===== src/rtl/txdb_pkg.sv =====
package txdb_pkg;

  typedef struct packed {
    logic [15:0] len;
    logic [15:0] rate;
    logic [31:0] expiry;
    logic [7:0]  queue;
    logic [7:0]  id;
    logic [2:0]  policy;
    logic        noack;
    logic [1:0]  ptype;
    logic        qos;
    logic        cmpl;
    logic        pad;
    logic [15:0] frag;
    logic [7:0]  blocks;
  } txdb_desc_t;

  // round a byte length up to the next multiple of four (16-bit wrap)
  function automatic logic [15:0] txdb_round4(input logic [15:0] l);
    return (l + 16'd3) & 16'hFFFC;
  endfunction

  function automatic txdb_desc_t txdb_decode(input logic [31:0] w0, input logic [31:0] w1,
                                             input logic [31:0] w2, input logic [31:0] w3);
    txdb_desc_t d;
    d.len    = txdb_round4(w0[15:0]);
    d.rate   = w0[31:16];
    d.expiry = w1;
    d.queue  = w2[7:0];
    d.id     = w2[15:8];
    d.policy = w2[18:16];
    d.noack  = w2[19];
    d.ptype  = w2[21:20];
    d.qos    = w2[22];
    d.cmpl   = w2[23];
    d.pad    = w2[24];
    d.frag   = w3[15:0];
    d.blocks = w3[23:16];
    return d;
  endfunction

endpackage


===== src/rtl/txdb_counts.sv =====
module txdb_counts #(
  parameter int CNT_W = 4,
  parameter int NBUF  = 2
) (
  input  logic             clk,
  input  logic             rst_n,
  input  logic             db,
  input  logic             release_ev,
  output logic [CNT_W-1:0] in_cnt,
  output logic [CNT_W-1:0] out_cnt,
  output logic             occ_nz,
  output logic             full,
  output logic             push_ev,
  output logic             ovf_ev
);

  function automatic logic [CNT_W-1:0] occupancy(input logic [CNT_W-1:0] i, input logic [CNT_W-1:0] o);
    return i - o;
  endfunction

  logic [CNT_W-1:0] occ;

  assign occ     = occupancy(in_cnt, out_cnt);
  assign occ_nz  = (occ != '0);
  assign full    = (int'(occ) >= NBUF);
  assign push_ev = db & ~full;
  assign ovf_ev  = db & full;

  always_ff @(posedge clk) begin
    if (!rst_n) begin
      in_cnt  <= '0;
      out_cnt <= '0;
    end else begin
      if (push_ev)    in_cnt  <= in_cnt + 1'b1;
      if (release_ev) out_cnt <= out_cnt + 1'b1;
    end
  end

endmodule


===== src/rtl/txdb_store.sv =====
module txdb_store #(
  parameter int NBUF  = 2,
  parameter int WORDS = 16,
  parameter int DW    = 32,
  localparam int BUF_W  = $clog2(NBUF),
  localparam int ADDR_W = $clog2(WORDS)
) (
  input  logic              clk,
  input  logic              rst_n,
  input  logic              wr_en,
  input  logic [BUF_W-1:0]  wr_sel,
  input  logic [ADDR_W-1:0] wr_addr,
  input  logic [DW-1:0]     wr_data,
  input  logic [BUF_W-1:0]  rd_sel,
  input  logic [ADDR_W-1:0] rd_addr,
  output logic [DW-1:0]     rd_data,
  output logic [4*DW-1:0]   hdr
);

  logic [NBUF-1:0][DW-1:0]   rd_bus;
  logic [NBUF-1:0][4*DW-1:0] hdr_bus;

  for (genvar b = 0; b < NBUF; b++) begin : g_buf
    logic [DW-1:0] mem [WORDS];

    always_ff @(posedge clk) begin
      if (!rst_n) begin
        for (int w = 0; w < WORDS; w++) mem[w] <= '0;
      end else if (wr_en && (wr_sel == BUF_W'(b))) begin
        mem[wr_addr] <= wr_data;
      end
    end

    assign rd_bus[b]  = mem[rd_addr];
    assign hdr_bus[b] = {mem[3], mem[2], mem[1], mem[0]};
  end

  assign rd_data = rd_bus[rd_sel];
  assign hdr     = hdr_bus[rd_sel];

endmodule


===== src/rtl/txdb_handoff.sv =====
module txdb_handoff (
  input  logic clk,
  input  logic rst_n,
  input  logic occ_nz,
  input  logic ready,
  input  logic done,
  output logic valid,
  output logic taken,
  output logic accept_ev,
  output logic release_ev
);

  assign valid      = occ_nz & ~taken;
  assign accept_ev  = valid & ready;
  assign release_ev = taken & done;

  always_ff @(posedge clk) begin
    if (!rst_n)          taken <= 1'b0;
    else if (accept_ev)  taken <= 1'b1;
    else if (release_ev) taken <= 1'b0;
  end

endmodule


===== src/rtl/txdb_ingress.sv =====
module txdb_ingress #(
  parameter int CNT_W = 4,
  parameter int NBUF  = 2,
  parameter int WORDS = 16,
  localparam int BUF_W  = $clog2(NBUF),
  localparam int ADDR_W = $clog2(WORDS)
) (
  input  logic              clk,
  input  logic              rst_n,
  input  logic              hw_en,
  input  logic [ADDR_W-1:0] hw_addr,
  input  logic [31:0]       hw_data,
  input  logic              db,
  output logic [CNT_W-1:0]  stat_out_cnt,
  output logic              ovf_err,
  output logic              pkt_valid,
  input  logic              pkt_ready,
  output logic [BUF_W-1:0]  pkt_buf,
  output logic [15:0]       pkt_len,
  output logic [15:0]       pkt_rate,
  output logic [31:0]       pkt_expiry,
  output logic [7:0]        pkt_queue,
  output logic [7:0]        pkt_id,
  output logic [2:0]        pkt_policy,
  output logic              pkt_noack,
  output logic [1:0]        pkt_type,
  output logic              pkt_qos,
  output logic              pkt_cmpl,
  output logic              pkt_pad,
  output logic [15:0]       pkt_frag,
  output logic [7:0]        pkt_blocks,
  input  logic [ADDR_W-1:0] rd_addr,
  output logic [31:0]       rd_data,
  input  logic              pkt_done
);
  import txdb_pkg::*;

  logic [CNT_W-1:0] in_cnt;
  logic [CNT_W-1:0] out_cnt;
  logic             occ_nz, full, push_ev, ovf_ev;
  logic             taken, accept_ev, release_ev;
  logic [127:0]     hdr;
  txdb_desc_t       desc;

  txdb_counts #(.CNT_W(CNT_W), .NBUF(NBUF)) u_counts (
    .clk(clk), .rst_n(rst_n), .db(db), .release_ev(release_ev),
    .in_cnt(in_cnt), .out_cnt(out_cnt), .occ_nz(occ_nz), .full(full),
    .push_ev(push_ev), .ovf_ev(ovf_ev)
  );

  txdb_store #(.NBUF(NBUF), .WORDS(WORDS), .DW(32)) u_store (
    .clk(clk), .rst_n(rst_n),
    .wr_en(hw_en & ~full), .wr_sel(in_cnt[BUF_W-1:0]), .wr_addr(hw_addr), .wr_data(hw_data),
    .rd_sel(out_cnt[BUF_W-1:0]), .rd_addr(rd_addr), .rd_data(rd_data), .hdr(hdr)
  );

  txdb_handoff u_handoff (
    .clk(clk), .rst_n(rst_n), .occ_nz(occ_nz), .ready(pkt_ready), .done(pkt_done),
    .valid(pkt_valid), .taken(taken), .accept_ev(accept_ev), .release_ev(release_ev)
  );

  always_ff @(posedge clk) begin
    if (!rst_n) ovf_err <= 1'b0;
    else        ovf_err <= ovf_ev;
  end

  assign desc         = txdb_decode(hdr[31:0], hdr[63:32], hdr[95:64], hdr[127:96]);
  assign stat_out_cnt = out_cnt;
  assign pkt_buf      = out_cnt[BUF_W-1:0];
  assign pkt_len      = desc.len;
  assign pkt_rate     = desc.rate;
  assign pkt_expiry   = desc.expiry;
  assign pkt_queue    = desc.queue;
  assign pkt_id       = desc.id;
  assign pkt_policy   = desc.policy;
  assign pkt_noack    = desc.noack;
  assign pkt_type     = desc.ptype;
  assign pkt_qos      = desc.qos;
  assign pkt_cmpl     = desc.cmpl;
  assign pkt_pad      = desc.pad;
  assign pkt_frag     = desc.frag;
  assign pkt_blocks   = desc.blocks;

endmodule


===== config.mk =====
export PLATFORM = sky130hd
export DESIGN_NAME = txdb_ingress
export DESIGN_NICKNAME = d
export VERILOG_FILES = /design/src/rtl/txdb_pkg.sv /design/src/rtl/txdb_counts.sv /design/src/rtl/txdb_store.sv /design/src/rtl/txdb_handoff.sv /design/src/rtl/txdb_ingress.sv
export SDC_FILE = /design/constraint.sdc
export NUM_CORES = 1
export LEC_CHECK = 0
export BUFFER_PORTS_ARGS = -buffer_cell sky130_fd_sc_hd__buf_2
export CAP_MARGIN = 5
export CORE_ASPECT_RATIO = 2
export CORE_UTILIZATION = 40
export DETAILED_ROUTE_END_ITERATION = 10
export PLACE_DENSITY_LB_ADDON = 0.05
export SETUP_SLACK_MARGIN = 0.2
export SYNTH_ARGS = -nofsm -noshare
export SYNTH_HDL_FRONTEND = slang
export SYNTH_SLANG_ARGS = --single-unit

===== constraint.sdc =====
create_clock -name clk -period 7.6 [get_ports clk]
set_clock_uncertainty 0.15 [all_clocks]
set_input_delay 1.14 -clock clk [delete_from_list [all_inputs] [get_ports clk]]
set_output_delay 1.14 -clock clk [all_outputs]
set_load 0.03 [all_outputs]

**Word-level counts from Yosys, hierarchy flattened**

Memories as Yosys holds them, arrays and structs flattened.
Cells that the tools add are included.

- Add/subtract/negate cells: 4
- $lt $le $gt $ge: 2
- Muxes and demuxes: 19
- Bitwise operators: 9
- Reduce and logical (&&, ||, !) cells: 6

Operator list:

| operator | count |
|---|---|
| 2-to-1 mux 120 bit | 2 |
| 2-to-1 mux 32 bit | 4 |
| OR reduction 32 bit | 2 |
| adder 16 x 2 -> 16 bit (second input constant) | 1 |
| 2-to-1 mux 1 bit | 11 |
| adder 4 x 1 -> 4 bit (second input constant) | 2 |
| 2-to-1 mux 4 bit | 2 |
| AND 1 bit | 6 |
| greater-or-equal comparator 4 x 2 -> 1 bit (second input constant) | 1 |
| nonzero test 4 bit | 1 |
| subtractor 4 bit | 1 |
| inverter 1 bit | 3 |
| logical AND 1 bit | 2 |
| less-than comparator 1 x 2 -> 1 bit (second input constant) | 1 |
| nonzero test 2 bit | 1 |

- Register bits after elaboration: 10
- Memory bits (writable): 1,024
- Input bits: 46
- Word-level logic and storage cells: 46
- Memories: 2

Memories:

| memory | depth | bits a word | rd ports | clocked after Yosys merged registers in | write ports | line | text |
|---|---|---|---|---|---|---|---|
| u_store.g_buf[0].mem | 16 | 32 | 5 | 0 | 16 | txdb_store.sv:24 | `logic [DW-1:0] mem [WORDS];` |
| u_store.g_buf[1].mem | 16 | 32 | 5 | 0 | 16 | txdb_store.sv:24 |  |

**Depth between registers and ports, before layout**

Gate-level depths: netlist of the first run.

- Depth in word-level cells: 10
- Gate-level depth with buffers: 11
- Gate-level depth less buffers: 8

**Hierarchy**

From an unflattened synthesis of the first run, not the netlist that was laid out.

- Cell total of the unflattened synthesis: 3,739
- Area total of the unflattened synthesis: 49,552.5 um^2

Modules (own cells, without submodules):

| module | instances | cells each | area an instance (um^2) | seq. area each (um^2) |
|---|---|---|---|---|
| txdb_store | 1 | 3,634 | 48,659.2 | 30,749.5 |
| txdb_counts | 1 | 55 | 504.2 | 160.2 |
| txdb_ingress | 1 | 44 | 330.3 | 20.0 |
| txdb_handoff | 1 | 6 | 58.8 | 20.0 |

**Worst setup path after synthesis of the first run**

Ideal clock, no wire load.

- Kind: reg2reg
- From: register u_counts.out_cnt[1]
- To: memory u_store.g_buf[0].mem[6][0] (enable)
- Setup time: 466 ps
- Data arrival time: 4,282 ps
- Data required time: 6,984 ps
- Path slack: 2,702 ps
- Cell stages (with the launch flop): 11
- Clock period less this slack: 4,898 ps
- Cell sequence: dfxtp_1 -> inv_1 -> ha_1 -> nor2b_1 -> o21ai_0 -> and3_1 -> o211a_1 -> buf_4 -> nand3b_1 -> buf_2 -> o21ai_0

RTL lines:

| item | line | text |
|---|---|---|
| start: declaration | txdb_counts.sv:10 | `output logic [CNT_W-1:0] out_cnt,` |
| start signal: assignment | txdb_counts.sv:35 | `if (release_ev) out_cnt <= out_cnt + 1'b1;` |
| end: declaration | txdb_store.sv:24 |  |

**Final worst setup path of the first run**

- From: input port rd_addr[0]
- To: output port rd_data[9]

- Cells in the longest elaborated chain, start to end: 3
- Elaborated cells between the ends (all ways): 4

RTL lines:

| item | line | text |
|---|---|---|
| start: declaration | txdb_ingress.sv:32 | `input logic [ADDR_W-1:0] rd_addr,` |
| memory (16 x 32 bit) | - |  |
| 2-to-1 mux 32 bit (not written as such) * (2 in a row) | txdb_store.sv:38 | `assign rd_data = rd_bus[rd_sel];` |
| end: declaration | txdb_ingress.sv:33 | `output logic [31:0] rd_data,` |

Mark *: on every way between the ends. The rest lies on a longest branch, timed or not. The select of a mux whose other input is x is not followed.

==> out/qor.txt, run 1 <==
=================================================================================================
Number of distinct library cell variants in the gate-level netlist after synthesis             46
Worst hold-check path type                                                           flip-flop to flip-flop
Sw frac                                                                                     32.1%
Clock Path Buffers                                                                              3
CP endpoint kind                                                                       output pin
Worst Path Arrival                                                                        4420 ps
Seq pwr share                                                                               45.1%
Final critical-path required period                                                       5710 ps
Overall die area                                                                       119000 um2
Floorplan row count                                                                           177
Synthesized flop and latch total                                                             1034
Via count of the first global-routing pass                                                  32600
Number of nets with antenna violations after detailed routing                                   0
Combined global-route utilization of all metal layers                                       30.3%
Kind of launch point of the worst setup path                                         primary input
Comb power frac                                                                             20.2%
Category of cells accounting for the largest share of critical-path delay            compound AO/OA/AOI/OAI gates
Top-area cell type share of the netlist area                                                65.2%
Final setup margin                                                                        1890 ps
Maximum number of pins on one net before global-route repair                                  128
Maxcap violations                                                                               0
Per-instance average area after synthesis                                                13.5 um2
PostCTS Resize Cnt                                                                              0
Final Wtd Congestion                                                                        0.848
Buffers added on ports                                                                        195
Count of mapped cells out of synthesis                                                       3489
Num CTS Buffers                                                                                98
CTS tree                                                                                      yes
Int Pwr                                                                                  10100 uW
Total standard cell area after synthesis                                                47200 um2
Average vias per placed instance                                                             6.03
Root Buffer                                                                          sky130_fd_sc_hd__clkbuf_16
Final setup violation count                                                                     0
Synthesis Warnings                                                                              0
Worst Setup Slack post-DPL                                                                2020 ps
Worst-path clk slew                                                                         60 ps
Post-route clock period utilization                                                         75.2%
Fill count                                                                                  10400
Level count of the clock H-tree                                                                 3
Core occupancy in the finished layout                                                       45.6%
Max rail drop VDD                                                                          221 uV
Vias after detailed routing                                                                 31200
Power density normalized to cell area                                                  278 nW/um2
Clk_lat worst skew                                                                         700 ps
Clock network fraction of design power                                                      34.7%
Avg WL per Cell                                                                           34.6 um
RSZ-0062 raised after global routing                                                        false
Fraction of layout cells with a size suffix above 1                                         22.6%
Count of buffers added by post-CTS timing repair for setup                                      0
Relative slew slack                                                                         9.91%
Cell breakdown of the critical path                                                  buf_8, nor2b_4, buf_4, a221oi_1, a21oi_1, a21oi_1, a211oi_1, a31oi_1, buf_2
Area of the multi-input gates                                                           15300 um2
Largest stage delay, worst path                                                            840 ps
Maximum achievable frequency                                                            0.175 GHz
Worst path slowest cell                                                              sky130_fd_sc_hd__nor2b_4
Initial DRT Pass Iterations                                                                     6
Post-route DRC violation count                                                                  0
DRT Wirelength                                                                             179 mm
Proportion of synthesized chip area in sequential cells                                     65.6%
Area delta synth->final                                                                     12.8%
Leading cell types by total area after synthesis                                     sky130_fd_sc_hd__edfxtp_1, sky130_fd_sc_hd__mux4_2, sky130_fd_sc_hd__nor2_1
Remaining global-route overflow                                                                 0
Layout Nets                                                                                  3624
Summed negative setup slack over all endpoints                                               0 ps
Post-synth EDFFs                                                                             1024
Switch Pwr                                                                                4750 uW
Die Span X                                                                                 245 um
Dominant cell by count in the synthesized netlist                                    sky130_fd_sc_hd__edfxtp_1
Top flip-flop cell by instance count after synthesis                                 sky130_fd_sc_hd__edfxtp_1
Initial Utilization                                                                         40.4%
Buffer and inverter count on the worst path                                                     3
Status                                                                               finished clean
Core footprint                                                                         117000 um2
DP HPWL                                                                                    111 mm
Initial antenna violation count                                                                17
Post-synth top area cell                                                             sky130_fd_sc_hd__edfxtp_1
Final number of max-transition violations                                                       0
Critical path class                                                                  primary input to output pin
Lkg Pwr                                                                                 0.0180 uW
Synth async-reset ratio                                                                        0%
Register Area                                                                           31000 um2
Die height                                                                                 488 um
Total of hold buffers inserted after clock tree synthesis                                       0
Number of placed instances, taps included                                                    4993
Critical Path Fanout Max                                                                       40
Most common cell type on the critical path                                           sky130_fd_sc_hd__a21oi_1
Sink count of the clock tree                                                                 1034
Fin cells                                                                                    5178
Most instantiated cells after synthesis                                              sky130_fd_sc_hd__edfxtp_1, sky130_fd_sc_hd__nor2_1, sky130_fd_sc_hd__nand2_1
Wire length of the first global-routing pass                                               250 mm
Violation count after the first detailed-route iteration                                     3262
# IOs                                                                                         198
Required time worst endpoint                                                              6310 ps
Actual slew at the worst max-slew pin                                                     1350 ps
Final hold vios                                                                                 0
=================================================================================================
worst paths after layout:
path / slack, ps / to / from / cells after the start
max reg2reg: 2880 / u_store.g_buf[0].mem[1][16] / u_counts.out_cnt[0] / 9
min: 340 / u_counts.in_cnt[3] / u_counts.in_cnt[3] / 2
min reg2reg: 340 / u_counts.in_cnt[3] / u_counts.in_cnt[3] / 2
max: 1890 / rd_data[9] / rd_addr[0] / 9
cell type report:
class / count / share of cell area, %
antenna: 7 / 0.0329
clock buffer: 113 / 4.79
clock inverter: 65 / 1.27
inverter: 8 / 0.0588
multi-input combinational: 2149 / 28.7
sequential: 1034 / 58.2
tap: 1521 / 3.58
timing repair buffer: 281 / 3.45
per-layer routing:
metal / vias up / track usage [%] / routed length, um
met3: 329 / 4.34 / 11600
met2: 1495 / 53.9 / 93700
met5: - / 0 / 85
met4: 12 / 11.8 / 7030
met1: 16500 / 36.7 / 66800
li1: 12900 / - / -
stage by stage:
stage / total power, uW / area [um2] / hold slack [ps]
after floorplan: 8550 / 47200 / 308
after CTS: 14900 / 53200 / 345
after global placement: 9760 / 50000 / 322
after global routing: 15100 / 53200 / 367
final: 14800 / 53200 / 345
after detailed placement: 9790 / 50000 / 336
sequential cells by signal, summed over array words and instances, names as in the netlist:
| name | cells |
|---|---|
| u_handoff.taken | 1 |
| u_counts.out_cnt | 4 |
| u_counts.in_cnt | 4 |
| ovf_err | 1 |
| u_store.g_buf.mem | 1024 |
tightest hold or removal path, stage by stage (launching register included):
cell and delay, ps:
sky130_fd_sc_hd__dfxtp_1 330, sky130_fd_sc_hd__nand2_1 60, sky130_fd_sc_hd__mux2i_1 50
power by group through the flow:
stage | Clock [uW] | Sequential (uW) | Combinational, uW
after floorplan | 0 | 6750 | 1810
after global placement | 0 | 6780 | 2980
final | 5130 | 6680 | 3000
after detailed placement | 0 | 6800 | 2990
after global routing | 5360 | 6700 | 3090
after CTS | 5190 | 6670 | 2990
kinds of logic (layout without fill, tap and decap cells):
group / count (synthesis) / after routing / synth area share [%]
compound gates: 276 / 276 / 4.04
xor+xnor: 20 / 20 / 0.371
fa+ha+maj: 6 / 6 / 0.175
buf+inv: 307 / 467 / 3.11
flops: 1034 / 1034 / 65.6
mux: 399 / 399 / 14.7
other cells: 1 / 9 / 0.00795
simple gates: 1446 / 1446 / 12.0
cells in the final DEF, fill, tap and decap left out, types with 6 or more instances in the layout:
cell type / instances
sky130_fd_sc_hd__inv_1: 7
sky130_fd_sc_hd__clkbuf_16: 100
sky130_fd_sc_hd__nand3_1: 17
sky130_fd_sc_hd__and2_1: 34
sky130_fd_sc_hd__o21ai_4: 29
sky130_fd_sc_hd__clkinvlp_4: 10
sky130_fd_sc_hd__buf_2: 191
sky130_fd_sc_hd__a31oi_1: 36
sky130_fd_sc_hd__nor2b_1: 6
sky130_fd_sc_hd__nor2_4: 8
sky130_fd_sc_hd__nand2_1: 338
sky130_fd_sc_hd__mux4_2: 224
sky130_fd_sc_hd__a221oi_2: 13
sky130_fd_sc_hd__edfxtp_1: 1024
sky130_fd_sc_hd__buf_12: 15
sky130_fd_sc_hd__a22oi_1: 64
sky130_fd_sc_hd__mux2_2: 98
sky130_fd_sc_hd__dfxtp_1: 9
sky130_fd_sc_hd__diode_2: 7
sky130_fd_sc_hd__clkinv_2: 23
sky130_fd_sc_hd__a221oi_1: 20
sky130_fd_sc_hd__bufinv_16: 13
sky130_fd_sc_hd__nor2_1: 1005
sky130_fd_sc_hd__buf_4: 73
sky130_fd_sc_hd__a21oi_1: 71
sky130_fd_sc_hd__xnor2_1: 7
sky130_fd_sc_hd__and3_1: 7
sky130_fd_sc_hd__xor2_1: 13
sky130_fd_sc_hd__a211oi_1: 32
sky130_fd_sc_hd__clkinv_1: 16
sky130_fd_sc_hd__mux2i_1: 77
sky130_fd_sc_hd__clkbuf_1: 13
(Power assumes the default switching activity.)
==> run 2: changes to the inputs <==
==> constraint.sdc (replaced) <==
create_clock -name clk -period 4.6 [get_ports clk]
set_clock_uncertainty 0.15 [all_clocks]
set_input_delay 0.69 -clock clk [delete_from_list [all_inputs] [get_ports clk]]
set_output_delay 0.69 -clock clk [all_outputs]
set_load 0.03 [all_outputs]
==> run 2 against run 1 <==
Worst hold slack lost 210 ps. Global-route usage grew 1.8 points. Cell count increased by 1.1%. Combinational power increased by 78%. Critical endpoint is now rd_data[7]. Largest cell class unchanged. Largest power group unchanged.
==> out/qor.txt, run 2 (synthesis gave the netlist of run 1 again) <==
=====================================================================================
Clk_lat worst skew                                                             710 ps   about the same
Flip-flop count of the largest register, all copies and words added              1024   unchanged
Max rail drop VDD                                                              341 uV   +54%
Post-route DRC violation count                                                      0   unchanged
Internal reg-to-reg setup slack                                                700 ps   -2180 ps
Clock Path Buffers                                                                  3   unchanged
Power density normalized to cell area                                      452 nW/um2   +62%
Vias after detailed routing                                                     32100   +2.7%
Maxcap violations                                                                   0   unchanged
Average vias per placed instance                                                 6.13   +1.6%
Required time worst endpoint                                                  3760 ps   -2550 ps
Maximum number of pins on one net before global-route repair                      129   +0.78%
Buffers added on ports                                                            195   unchanged
Layout Nets                                                                      3697   +2.0%
CP endpoint kind                                                           output pin
Most used cells in the layout excluding fill and tap cells               sky130_fd_sc_hd__edfxtp_1, sky130_fd_sc_hd__nor2_1, sky130_fd_sc_hd__nand2_1
Status                                                                   finished clean
Area delta synth->final                                                         14.5%
Worst setup path end                                                       rd_data[7]
Initial Utilization                                                             40.4%   unchanged
Critical Path Fanout Max                                                           19   -53%
CTS tree                                                                          yes
Overall die area                                                           119000 um2   unchanged
RSZ-0062 raised after global routing                                            false
Via count of the first global-routing pass                                      33500   +2.9%
Maximum achievable frequency                                                0.229 GHz
Register name with the most flops                                        u_store.g_buf.mem
Core footprint                                                             117000 um2   unchanged
Total of hold buffers inserted after clock tree synthesis                           0   unchanged
Fraction of layout cells with a size suffix above 1                             24.0%   +1.4 points
Worst hold-check path type                                               primary input to flip-flop
Level count of the clock H-tree                                                     3   unchanged
Violation count after the first detailed-route iteration                         3396   +4.1%
Lkg Pwr                                                                     0.0185 uW   +2.5%
Regs by FF count                                                         u_store.g_buf.mem (1024), u_counts.in_cnt (4), u_counts.out_cnt (4)
Floorplan row count                                                               177   unchanged
Die height                                                                     488 um   unchanged
Number of nets with antenna violations after detailed routing                       0   unchanged
Crit Reg-Reg Endpoint                                                    u_store.g_buf[1].mem[13][13]
# IOs                                                                             198   unchanged
Die Span X                                                                     245 um   unchanged
Worst-path clk slew                                                             70 ps   about the same
Final Wtd Congestion                                                            0.837   -1.4%
Combined global-route utilization of all metal layers                           32.0%   +1.8 points
Num CTS Buffers                                                                    95   -3.1%
Sink count of the clock tree                                                     1034   unchanged
Critical R2R Launch                                                      u_counts.in_cnt[0]
Initial DRT Pass Iterations                                                         5   -1
Final number of max-transition violations                                           0   unchanged
Root Buffer                                                              sky130_fd_sc_hd__clkbuf_16
Final setup violation count                                                         0   unchanged
Most frequent standard cell in the layout excluding fill and tap cells   sky130_fd_sc_hd__edfxtp_1
Worst Path Arrival                                                            3540 ps   -880 ps
Critical path class                                                      primary input to output pin
Worst setup path start                                                     rd_addr[0]
Initial antenna violation count                                                    14   -3
Summed negative setup slack over all endpoints                                   0 ps   unchanged
Actual slew at the worst max-slew pin                                         1040 ps   -308 ps
Wire length of the first global-routing pass                                   262 mm   +4.8%
Final hold vios                                                                     0   unchanged
Relative slew slack                                                             30.8%   +21 points
Post-route clock period utilization                                             95.1%
Avg WL per Cell                                                               36.2 um   +4.7%
Area after detailed placement                                               51000 um2   +2.0%
DP HPWL                                                                        120 mm   +8.2%
DRT Wirelength                                                                 190 mm   +5.9%
Final design instance area without fill                                     54000 um2   +1.5%
Final critical-path required period                                           4380 ps
Kind of launch point of the worst setup path                             primary input
Remaining global-route overflow                                                     0   unchanged
Cell depth of the worst flop-to-flop path                                           9   unchanged
=====================================================================================
-- run 2: layout make-up --
cell class | instances | area, um2
sequential | 1034 | 31000
clock buffer | 107 | 2490
fill | 10400 | 62700
antenna | 4 | 10.0
timing repair buffer | 357 | 2870
inverter | 8 | 31.3
multi-input combinational | 2149 | 15300
clock inverter | 56 | 534
tap | 1521 | 1900
-- run 2: how the worst min path moves through the flow --
stage	startpoint	end	slack, ps	depth (start not counted)
after global placement	u_counts.in_cnt[3]	u_counts.in_cnt[3]	340	2
after floorplan	u_counts.in_cnt[3]	u_counts.in_cnt[3]	310	2
after detailed placement	u_counts.in_cnt[3]	u_counts.in_cnt[3]	340	2
after CTS	rst_n	ovf_err	100	3
after global routing	rst_n	u_handoff.taken	150	2
final	rst_n	ovf_err	130	3
-- run 2: where the power goes --
part           leakage, uW  internal [uW]  switching [uW]  total [uW]
Sequential          0.0107          10800             212       11000
Combinational      0.00635           1270            4070        5340
Clock              0.00148           4380            3660        8040
-- run 2: timing repair --
item,4_1_cts,5_1_grt
endpoints found under the setup margin,5,1
pin swaps,1,0
resized for setup,1,1
buffers inserted,2,0
-- run 2: through the flow --
step | cells | utilization, % | hold WS, ps | power (uW) | worst slack (ps)
5_1_grt | 5235 | 46.3 | 148 | 24900 | 263
4_1_cts | 5232 | 46.3 | 97.2 | 24500 | 253
3_3_place_gp | 5067 | 43.7 | 336 | 16500 | 193
6_report | 5236 | 46.3 | 132 | 24400 | 224
2_1_floorplan | 3490 | - | 308 | 14100 | -298
3_5_place_dp | 5067 | 43.7 | 345 | 16500 | 182
-- run 2: critical path: stages --
cell                       delay (ps)
sky130_fd_sc_hd__buf_8            180
sky130_fd_sc_hd__nor2_4           420
sky130_fd_sc_hd__buf_4            340
sky130_fd_sc_hd__buf_4            420
sky130_fd_sc_hd__a221oi_2         160
sky130_fd_sc_hd__a21oi_1          150
sky130_fd_sc_hd__a21oi_1           60
sky130_fd_sc_hd__a211oi_1         630
sky130_fd_sc_hd__a31oi_1          190
sky130_fd_sc_hd__buf_2            240
-- run 2: layer usage --
layer / share of wire [%] / wire length, um / global-route usage [%] / vias up
li1: - / - / - / 13100
met1: 35 / 67100 / 36.9 / 16900
met2: 52 / 99100 / 57.0 / 1609
met3: 7.0 / 13200 / 5.38 / 460
met4: 5.4 / 10200 / 16.0 / 18
met5: 0.059 / 111 / 0 / -
